===== src/rtl/gpio_pkg.sv =====
package gpio_pkg;
  localparam int unsigned REG_IDX_W = 2;
  typedef enum logic [REG_IDX_W-1:0] {
    REG_DATA = 2'd0,
    REG_DIR  = 2'd1,
    REG_EDGE = 2'd2,
    REG_IEN  = 2'd3
  } reg_idx_e;
endpackage


===== src/rtl/gpio_sync.sv =====
module gpio_sync #(
  parameter int unsigned WIDTH  = 12,
  parameter int unsigned STAGES = 2
) (
  input  logic             clk_i,
  input  logic             rst_ni,
  input  logic [WIDTH-1:0] d_i,
  output logic [WIDTH-1:0] q_o
);
  logic [WIDTH-1:0] stg_q [STAGES];

  for (genvar s = 0; s < STAGES; s++) begin : g_stage
    always_ff @(posedge clk_i or negedge rst_ni) begin
      if (!rst_ni) stg_q[s] <= '0;
      else if (s == 0) stg_q[s] <= d_i;
      else stg_q[s] <= stg_q[(s == 0) ? 0 : s-1];
    end
  end

  assign q_o = stg_q[STAGES-1];
endmodule


===== src/rtl/gpio_edge_det.sv =====
module gpio_edge_det #(
  parameter int unsigned WIDTH   = 12,
  parameter int unsigned ARM_CYC = 3
) (
  input  logic             clk_i,
  input  logic             rst_ni,
  input  logic [WIDTH-1:0] lvl_i,
  input  logic [WIDTH-1:0] rise_sel_i,
  input  logic [WIDTH-1:0] en_i,
  output logic [WIDTH-1:0] irq_o
);
  localparam int unsigned ARM_W = $clog2(ARM_CYC + 1);

  logic [WIDTH-1:0] prev_q;
  logic [ARM_W-1:0] arm_cnt_q;
  logic             armed;

  // hold off edges until prev_q holds a real sample (no pulse at reset release)
  always_ff @(posedge clk_i or negedge rst_ni) begin
    if (!rst_ni) arm_cnt_q <= '0;
    else if (!armed) arm_cnt_q <= arm_cnt_q + 1'b1;
  end
  assign armed = (arm_cnt_q == ARM_W'(ARM_CYC));

  always_ff @(posedge clk_i or negedge rst_ni) begin
    if (!rst_ni) prev_q <= '0;
    else prev_q <= lvl_i;
  end

  for (genvar i = 0; i < WIDTH; i++) begin : g_pin
    logic rise, fall;
    assign rise     = lvl_i[i] & ~prev_q[i];
    assign fall     = ~lvl_i[i] & prev_q[i];
    assign irq_o[i] = armed & en_i[i] & (rise_sel_i[i] ? rise : fall);
  end
endmodule


===== src/rtl/gpio_regs.sv =====
module gpio_regs
  import gpio_pkg::*;
#(
  parameter int unsigned NUM_PINS = 12,
  parameter int unsigned REG_W    = 16
) (
  input  logic                 clk_i,
  input  logic                 rst_ni,
  input  logic                 req_i,
  input  logic                 we_i,
  input  logic [REG_IDX_W-1:0] addr_i,
  input  logic [REG_W-1:0]     wdata_i,
  output logic [REG_W-1:0]     rdata_o,
  input  logic [NUM_PINS-1:0]  lvl_i,
  output logic [NUM_PINS-1:0]  latch_o,
  output logic [NUM_PINS-1:0]  dir_o,
  output logic [NUM_PINS-1:0]  rise_o,
  output logic [NUM_PINS-1:0]  en_o
);
  logic [NUM_PINS-1:0] wval, rsel;
  logic [REG_W-1:0]    rdata_q;
  reg_idx_e            idx;

  assign idx  = reg_idx_e'(addr_i);
  assign wval = wdata_i[NUM_PINS-1:0];

  if (REG_W > NUM_PINS) begin : g_pad
    logic wdata_unused;
    assign wdata_unused = ^wdata_i[REG_W-1:NUM_PINS];
  end

  always_ff @(posedge clk_i or negedge rst_ni) begin
    if (!rst_ni) begin
      latch_o <= '0;
      dir_o   <= '0;
      rise_o  <= '0;
      en_o    <= '0;
    end else if (req_i && we_i) begin
      case (idx)
        REG_DATA: latch_o <= wval;
        REG_DIR:  dir_o   <= wval;
        REG_EDGE: rise_o  <= wval;
        REG_IEN:  en_o    <= wval;
        default:  ;
      endcase
    end
  end

  always_comb begin
    case (idx)
      REG_DATA: rsel = lvl_i;
      REG_DIR:  rsel = dir_o;
      REG_EDGE: rsel = rise_o;
      REG_IEN:  rsel = en_o;
      default:  rsel = '0;
    endcase
  end

  always_ff @(posedge clk_i or negedge rst_ni) begin
    if (!rst_ni) rdata_q <= '0;
    else if (req_i && !we_i) rdata_q <= REG_W'(rsel);
  end

  assign rdata_o = rdata_q;
endmodule


===== src/rtl/gpio_edge_bank.sv =====
module gpio_edge_bank
  import gpio_pkg::*;
#(
  parameter int unsigned NUM_PINS    = 12,
  parameter int unsigned REG_W       = 16,
  parameter int unsigned SYNC_STAGES = 2
) (
  input  logic                 clk_i,
  input  logic                 rst_ni,
  input  logic                 req_i,
  input  logic                 we_i,
  input  logic [REG_IDX_W-1:0] addr_i,
  input  logic [REG_W-1:0]     wdata_i,
  output logic [REG_W-1:0]     rdata_o,
  input  logic [NUM_PINS-1:0]  pin_i,
  output logic [NUM_PINS-1:0]  pin_o,
  output logic [NUM_PINS-1:0]  pin_oe_o,
  output logic [NUM_PINS-1:0]  irq_o
);
  localparam int unsigned ARM_CYC = SYNC_STAGES + 1;

  logic [NUM_PINS-1:0] latch_w, dir_w, rise_w, en_w, pad_w, lvl_w;

  // outputs sample their own latch, inputs sample the pad
  assign pad_w = (dir_w & latch_w) | (~dir_w & pin_i);

  gpio_sync #(.WIDTH(NUM_PINS), .STAGES(SYNC_STAGES)) u_sync (
    .clk_i, .rst_ni, .d_i(pad_w), .q_o(lvl_w)
  );

  gpio_edge_det #(.WIDTH(NUM_PINS), .ARM_CYC(ARM_CYC)) u_edge (
    .clk_i, .rst_ni, .lvl_i(lvl_w), .rise_sel_i(rise_w), .en_i(en_w), .irq_o
  );

  gpio_regs #(.NUM_PINS(NUM_PINS), .REG_W(REG_W)) u_regs (
    .clk_i, .rst_ni, .req_i, .we_i, .addr_i, .wdata_i, .rdata_o,
    .lvl_i(lvl_w), .latch_o(latch_w), .dir_o(dir_w), .rise_o(rise_w), .en_o(en_w)
  );

  assign pin_o    = latch_w;
  assign pin_oe_o = dir_w;
endmodule


===== config.mk =====
export PLATFORM = sky130hd
export DESIGN_NAME = gpio_edge_bank
export DESIGN_NICKNAME = d
export VERILOG_FILES = /design/src/rtl/gpio_pkg.sv /design/src/rtl/gpio_sync.sv /design/src/rtl/gpio_edge_det.sv /design/src/rtl/gpio_regs.sv /design/src/rtl/gpio_edge_bank.sv
export SDC_FILE = /design/constraint.sdc
export NUM_CORES = 1
export LEC_CHECK = 0
export ABC_AREA = 0
export BUFFER_PORTS_ARGS = -buffer_cell sky130_fd_sc_hd__buf_2
export CAP_MARGIN = 10
export CELL_PAD_IN_SITES_DETAIL_PLACEMENT = 1
export CELL_PAD_IN_SITES_GLOBAL_PLACEMENT = 2
export CORE_MARGIN = 10
export CORE_UTILIZATION = 40
export CTS_BUF_LIST = sky130_fd_sc_hd__clkbuf_2 sky130_fd_sc_hd__clkbuf_4 sky130_fd_sc_hd__clkbuf_8
export DETAILED_ROUTE_END_ITERATION = 8
export GPL_ROUTABILITY_DRIVEN = 0
export GPL_TIMING_DRIVEN = 0
export PLACE_DENSITY = 0.89
export SLEW_MARGIN = 25
export SYNTH_ARGS = -nofsm -noshare
export SYNTH_HDL_FRONTEND = slang
export SYNTH_SLANG_ARGS = --single-unit

===== constraint.sdc =====
create_clock -name clk_i -period 1.4 [get_ports clk_i]
set_input_delay 0.07 -clock clk_i [delete_from_list [all_inputs] [get_ports clk_i]]
set_output_delay 0.07 -clock clk_i [all_outputs]
set_load 0.005 [all_outputs]

Word level (Yosys, flattened, before mapping). Cells that the tools add are included. W data, S select, Z words.

$add $sub $neg: 1. Eq/ne operators: 4. Multiplexer cells: 13. Bitwise operators: 76. Reduce and logical (&&, ||, !) cells: 8.

Operators by type and width (number): $and A1 B1 Y1 (48); $pmux W12 S4 (1); $and A12 B12 Y12 (2); $not A1 Y1 (24); $mux W1 (12); $not A12 Y12 (1); $or A12 B12 Y12 (1); $reduce_and A2 Y1 (4); $eq A2 B2 Y1 const B (3); $add A2 B1 Y2 const B (1); $eq A2 B1 Y1 const B (1); $logic_and A1 B1 Y1 (2); $logic_not A2 Y1 (1); $logic_not A1 Y1 (1).

Register bits after elaboration: 98. Output and inout bits: 52.

Depth between registers and ports, before layout.
Depth after elaboration: 4. Depth in mapped cells: 5. Gate-level depth less buffers: 3.

By module. A second synthesis with hierarchy kept.

Cells, all modules: 264. Area, all modules: 4187.8 µm².

By module, submodules not included: gpio_regs (times used 1, cells each 150, area an instance 2628.8 µm², seq. area each 1501.4 µm²); gpio_sync (times used 1, cells each 36, area an instance 690.7 µm², seq. area each 600.6 µm²); gpio_edge_det (times used 1, cells each 66, area an instance 688.2 µm², seq. area each 350.3 µm²); gpio_edge_bank (times used 1, cells each 12, area an instance 180.2 µm², seq. area each 0.0 µm²).

Least setup slack after synthesis. OpenSTA, ideal clock, no wires.

Path kind: register to register. From: register u_regs.dir_o[1]. To: register u_regs.rdata_q[1] (netlist: u_regs.rdata_o[1]). Library setup time: 125 ps. Arrival: 1132 ps. Required time: 1275 ps. Setup slack: 143 ps. Stages on the path, launching flop included: 3. Path buffers: 0. Clock period less this slack: 1257 ps. Cell sequence: dfrtp_1 > mux4_1 > mux2_2.

Word-level cells in the longest chain between the ends: 1.

RTL lines: start: declaration (RTL line gpio_regs.sv:16) `output logic [NUM_PINS-1:0] dir_o,`; start signal: assignment (RTL line gpio_regs.sv:41) `REG_DIR: dir_o <= wval;`; $pmux W12 S4 (RTL line gpio_regs.sv:50) `case (idx)`; end signal: assignment (RTL line gpio_regs.sv:61) `else if (req_i && !we_i) rdata_q <= REG_W'(rsel);`; end: declaration (RTL line gpio_regs.sv:21) `logic [REG_W-1:0] rdata_q;`.

Every way passes these cells. A chain may end at the register's enable or synchronous reset.

Worst setup path after layout.
From: register u_regs.rise_o[2]. To: output port irq_o[2].

Word-level cells in the longest chain between the ends: 2.

RTL lines: start: declaration (RTL line gpio_regs.sv:17) `output logic [NUM_PINS-1:0] rise_o,`; start signal: assignment (RTL line gpio_regs.sv:42) `REG_EDGE: rise_o <= wval;`; $mux W1 (RTL line gpio_edge_det.sv:34) `assign irq_o[i] = armed & en_i[i] & (rise_sel_i[i] ? rise : fall);`; $and A1 B1 Y1 (RTL line gpio_edge_det.sv:34); end: declaration (RTL line gpio_edge_bank.sv:18) `output logic [NUM_PINS-1:0] irq_o`.

Every way passes these cells.

==> impl_results.md <==
* Status: finished, violations left
* Failing checks: negative setup slack
* Die W at 121 um
* Comb pwr share at 26.5%
* Clk sinks at 98
* PwrDens at 1440 nW/um2
* Clk_skew at 0.0101 ns
* Setup ws final at -0.138 ns
* Top cells by area, synth: dfrtp_1, mux2_2, mux4_1, mux4_2, or3b_2
* Die ar. at 14600 um2
* Ports at 86
* DR DRC count at 0
* DR WL/cell at 19.4 um
* Maximum capacitance violations at 0
* Minimum clock period at 1.54 ns
* Achievable Freq at 0.650 GHz
* DRT Pass-1 Iters at 4
* CTS Root Cell: clkbuf_8
* Synth top area share at 60.3%
* Yosys reg bits at 98
* Initial Util at 41.4%
* Standard cell core area at 9820 um2
* Internal cell power at 5.53 mW
* Net Sw Frac at 29.3%
* Hold Path Class: in -> async
* TritonCTS clock tree: built
* Clock Pin Slew Worst Setup and Hold Paths at 0.10 ns
* Initial antenna violation count at 0
* Worst vdd ir at 822 uV
* Die height at 121 um
* RSZ-0062 raised after global routing: yes
* Post-Layout Inst Area at 5420 um2
* Area Growth Syn to Fin at 33.4%
* Crit path DAT at 1.47 ns
* Setup violators final at 13
* Sequential share of power at 50.5%
* Final HPWL DP at 6.77 mm
* Diode count at 0
* Endpoints failing hold at 0
* GR Overflow Total at 0
* Number of global-route vias before repair at 3089
* Critical-path cell list: or3b_4 -> a21oi_2 -> buf_2
* Clock Latency Late Sink at 0.38 ns
* Vias per cell at 4.95
* Crit-path max FO at 4
* Number of core rows at 36
* Period utilization at 110%
* Largest net degree at the start of global routing at 67
* Nets at 428
* Post-Synthesis Cells at 253
* Syn Area/Cell at 16.1 um2
* H-tree lvl count at 3
* Net Switching at 2.29 mW
* Critical Path End Type: output port
* Utilization after layout at 55.2%
* Synth Cell Area at 4070 um2
* Critical Path Start Type: register
* Worst Path Required at 1.33 ns
* Largest area contributor in the netlist: dfrtp_1
* Static leakage at 2.48 nW
* Critical path class: reg -> out
* DR iter-0 viols at 100
* Number of I/O port buffers at 75
* Synth cell types at 21
* Vias at 2628
* Max Buffers Root-to-Sink at 2
* Final ANT Viol Nets at 0
* Slowest-stage cell, CP: dfrtp_1
* Seq/Total Area, Yosys at 60.3%
* Post-DP Area at 4650 um2
* First-pass GRT wire length at 16.8 mm
* CP max stage delay at 0.43 ns
* Clk pwr share at 23.0%
* Total track usage at 14.6%
* YS warnings at 0
* Share of layout cells above drive strength 1 at 60.6%
* TritonCTS Buffers at 9
* Detailed Route WL at 10.3 mm
* Max-slew violation count at 0
[layout by cell type, fill, tap and decap left out, drive strengths merged]
| master | netlist | final |
|---|---|---|
| a21oi | 12 | 12 |
| and4bb | 1 | 1 |
| buf | 13 | 114 |
| clkbuf | 1 | 10 |
| clkinv | 0 | 3 |
| conb | 1 | 4 |
| dfrtp | 98 | 98 |
| dlygate4sd3 | 0 | 25 |
| ha | 1 | 1 |
| inv | 0 | 4 |
| mux2 | 73 | 73 |
| mux4 | 12 | 12 |
| nand2 | 12 | 12 |
| nand3b | 12 | 12 |
| nand4 | 1 | 1 |
| nand4b | 2 | 2 |
| nor2b | 1 | 1 |
| or3b | 12 | 12 |
| xnor2 | 1 | 1 |
[synth_stat cells (all sizes together)]
library cell   n
or3b          12
clkbuf         1
nand3b        12
ha             1
dfrtp         98
and4bb         1
nand4b         2
nor2b          1
mux2          73
xnor2          1
buf           13
nand2         12
conb           1
mux4          12
nand4          1
a21oi         12
[stage by stage]
stage	power, mW	std cells	TNS (ns)	hold WS, ns	setup slack (ns)
after global placement	5.48	464	-73.24	0.303	-0.729
after detailed placement	5.61	465	-2.89	-0.0243	-0.300
final	7.82	531	-1.12	0.148	-0.138
after floorplan	4.82	256	0	-0.226	0.143
after CTS	7.80	529	-1.42	0.131	-0.185
after global routing	8.29	531	-2.09	0.161	-0.220
[power groups by stage]
stage                     sequential, mW  combinational, mW  clock, mW
after global routing                4.05               2.27       1.96
final                               3.95               2.07       1.80
after floorplan                     3.92              0.909          0
after global placement              3.98               1.50          0
after CTS                           3.93               2.02       1.85
after detailed placement            4.04               1.57          0
[metal layers]
layer / vias up / wire length [um] / track usage [%]
met4: 0 / 122 / 4.30
li1: 1196 / - / -
met1: 1373 / 4120 / 16.3
met2: 47 / 5630 / 26.6
met5: - / 0 / 0
met3: 12 / 416 / 4.14
[layout make-up]
class	count	area [um2]
Buffer	14	129
Clock buffer	9	124
Clock inverter	7	68.8
Fill cell	1023	4400
Multi-Input combinational cell	144	1600
Sequential cell	98	2450
Tap cell	133	166
Timing Repair Buffer	126	885
[logic make-up (layout without fill, tap and decap cells)]
kind of cell | Yosys count | in the layout | synth area share (%)
and+or+nand+nor | 41 | 41 | 6.96
AOI/OAI and AO/OA | 12 | 12 | 1.48
xor gates and xnor gates | 1 | 1 | 0.215
DFF | 98 | 98 | 60.3
muxes | 85 | 85 | 28.0
other | 1 | 4 | 0.0922
buffers and inverters | 14 | 156 | 2.65
adders and majority gates | 1 | 1 | 0.308
[worst paths after layout]
kind                       depth (start not counted)  slack [ns]                  to             start
max                                                3       -0.14            irq_o[2]  u_regs.rise_o[2]
min                                                2        0.15       u_sync.q_o[4]            rst_ni
max reg2reg                                        3       -0.01   u_regs.rdata_o[2]     u_sync.q_o[2]
min reg2reg                                        0        0.36       u_sync.q_o[0]  u_sync.stg_q[12]
max in group asynchronous                          3        0.62   u_regs.rdata_o[3]            rst_ni
min in group clk_i                                 3        0.15  u_regs.rdata_o[11]              we_i
[state kept, by name, indices dropped and copies added (netlist names)]
signal / cells
u_edge.prev_q: 12
u_regs.rise_o: 12
u_regs.en_o: 12
u_sync.stg_q: 12
u_regs.latch_o: 12
u_sync.q_o: 12
u_regs.dir_o: 12
u_edge.arm_cnt_q: 2
u_regs.rdata_o: 12
[worst max-delay path, delay by kind of cell, from the launching register on]
family                 cells  cell delay, ns
DFF                        1            0.43
and+or+nand+nor            1            0.41
buffers and inverters      1            0.14
AOI/OAI and AO/OA          1            0.13
[what timing repair did]
item | 4_1_cts | 5_1_grt
endpoints found under the setup margin | 13 | 20
pin swaps | 18 | 9
gates resized for setup | 35 | 15
hold endpoints to repair | 156 | 0
hold buffers | 25 | 0
buffers inserted | 23 | 8
(Power assumes the default switching activity.)
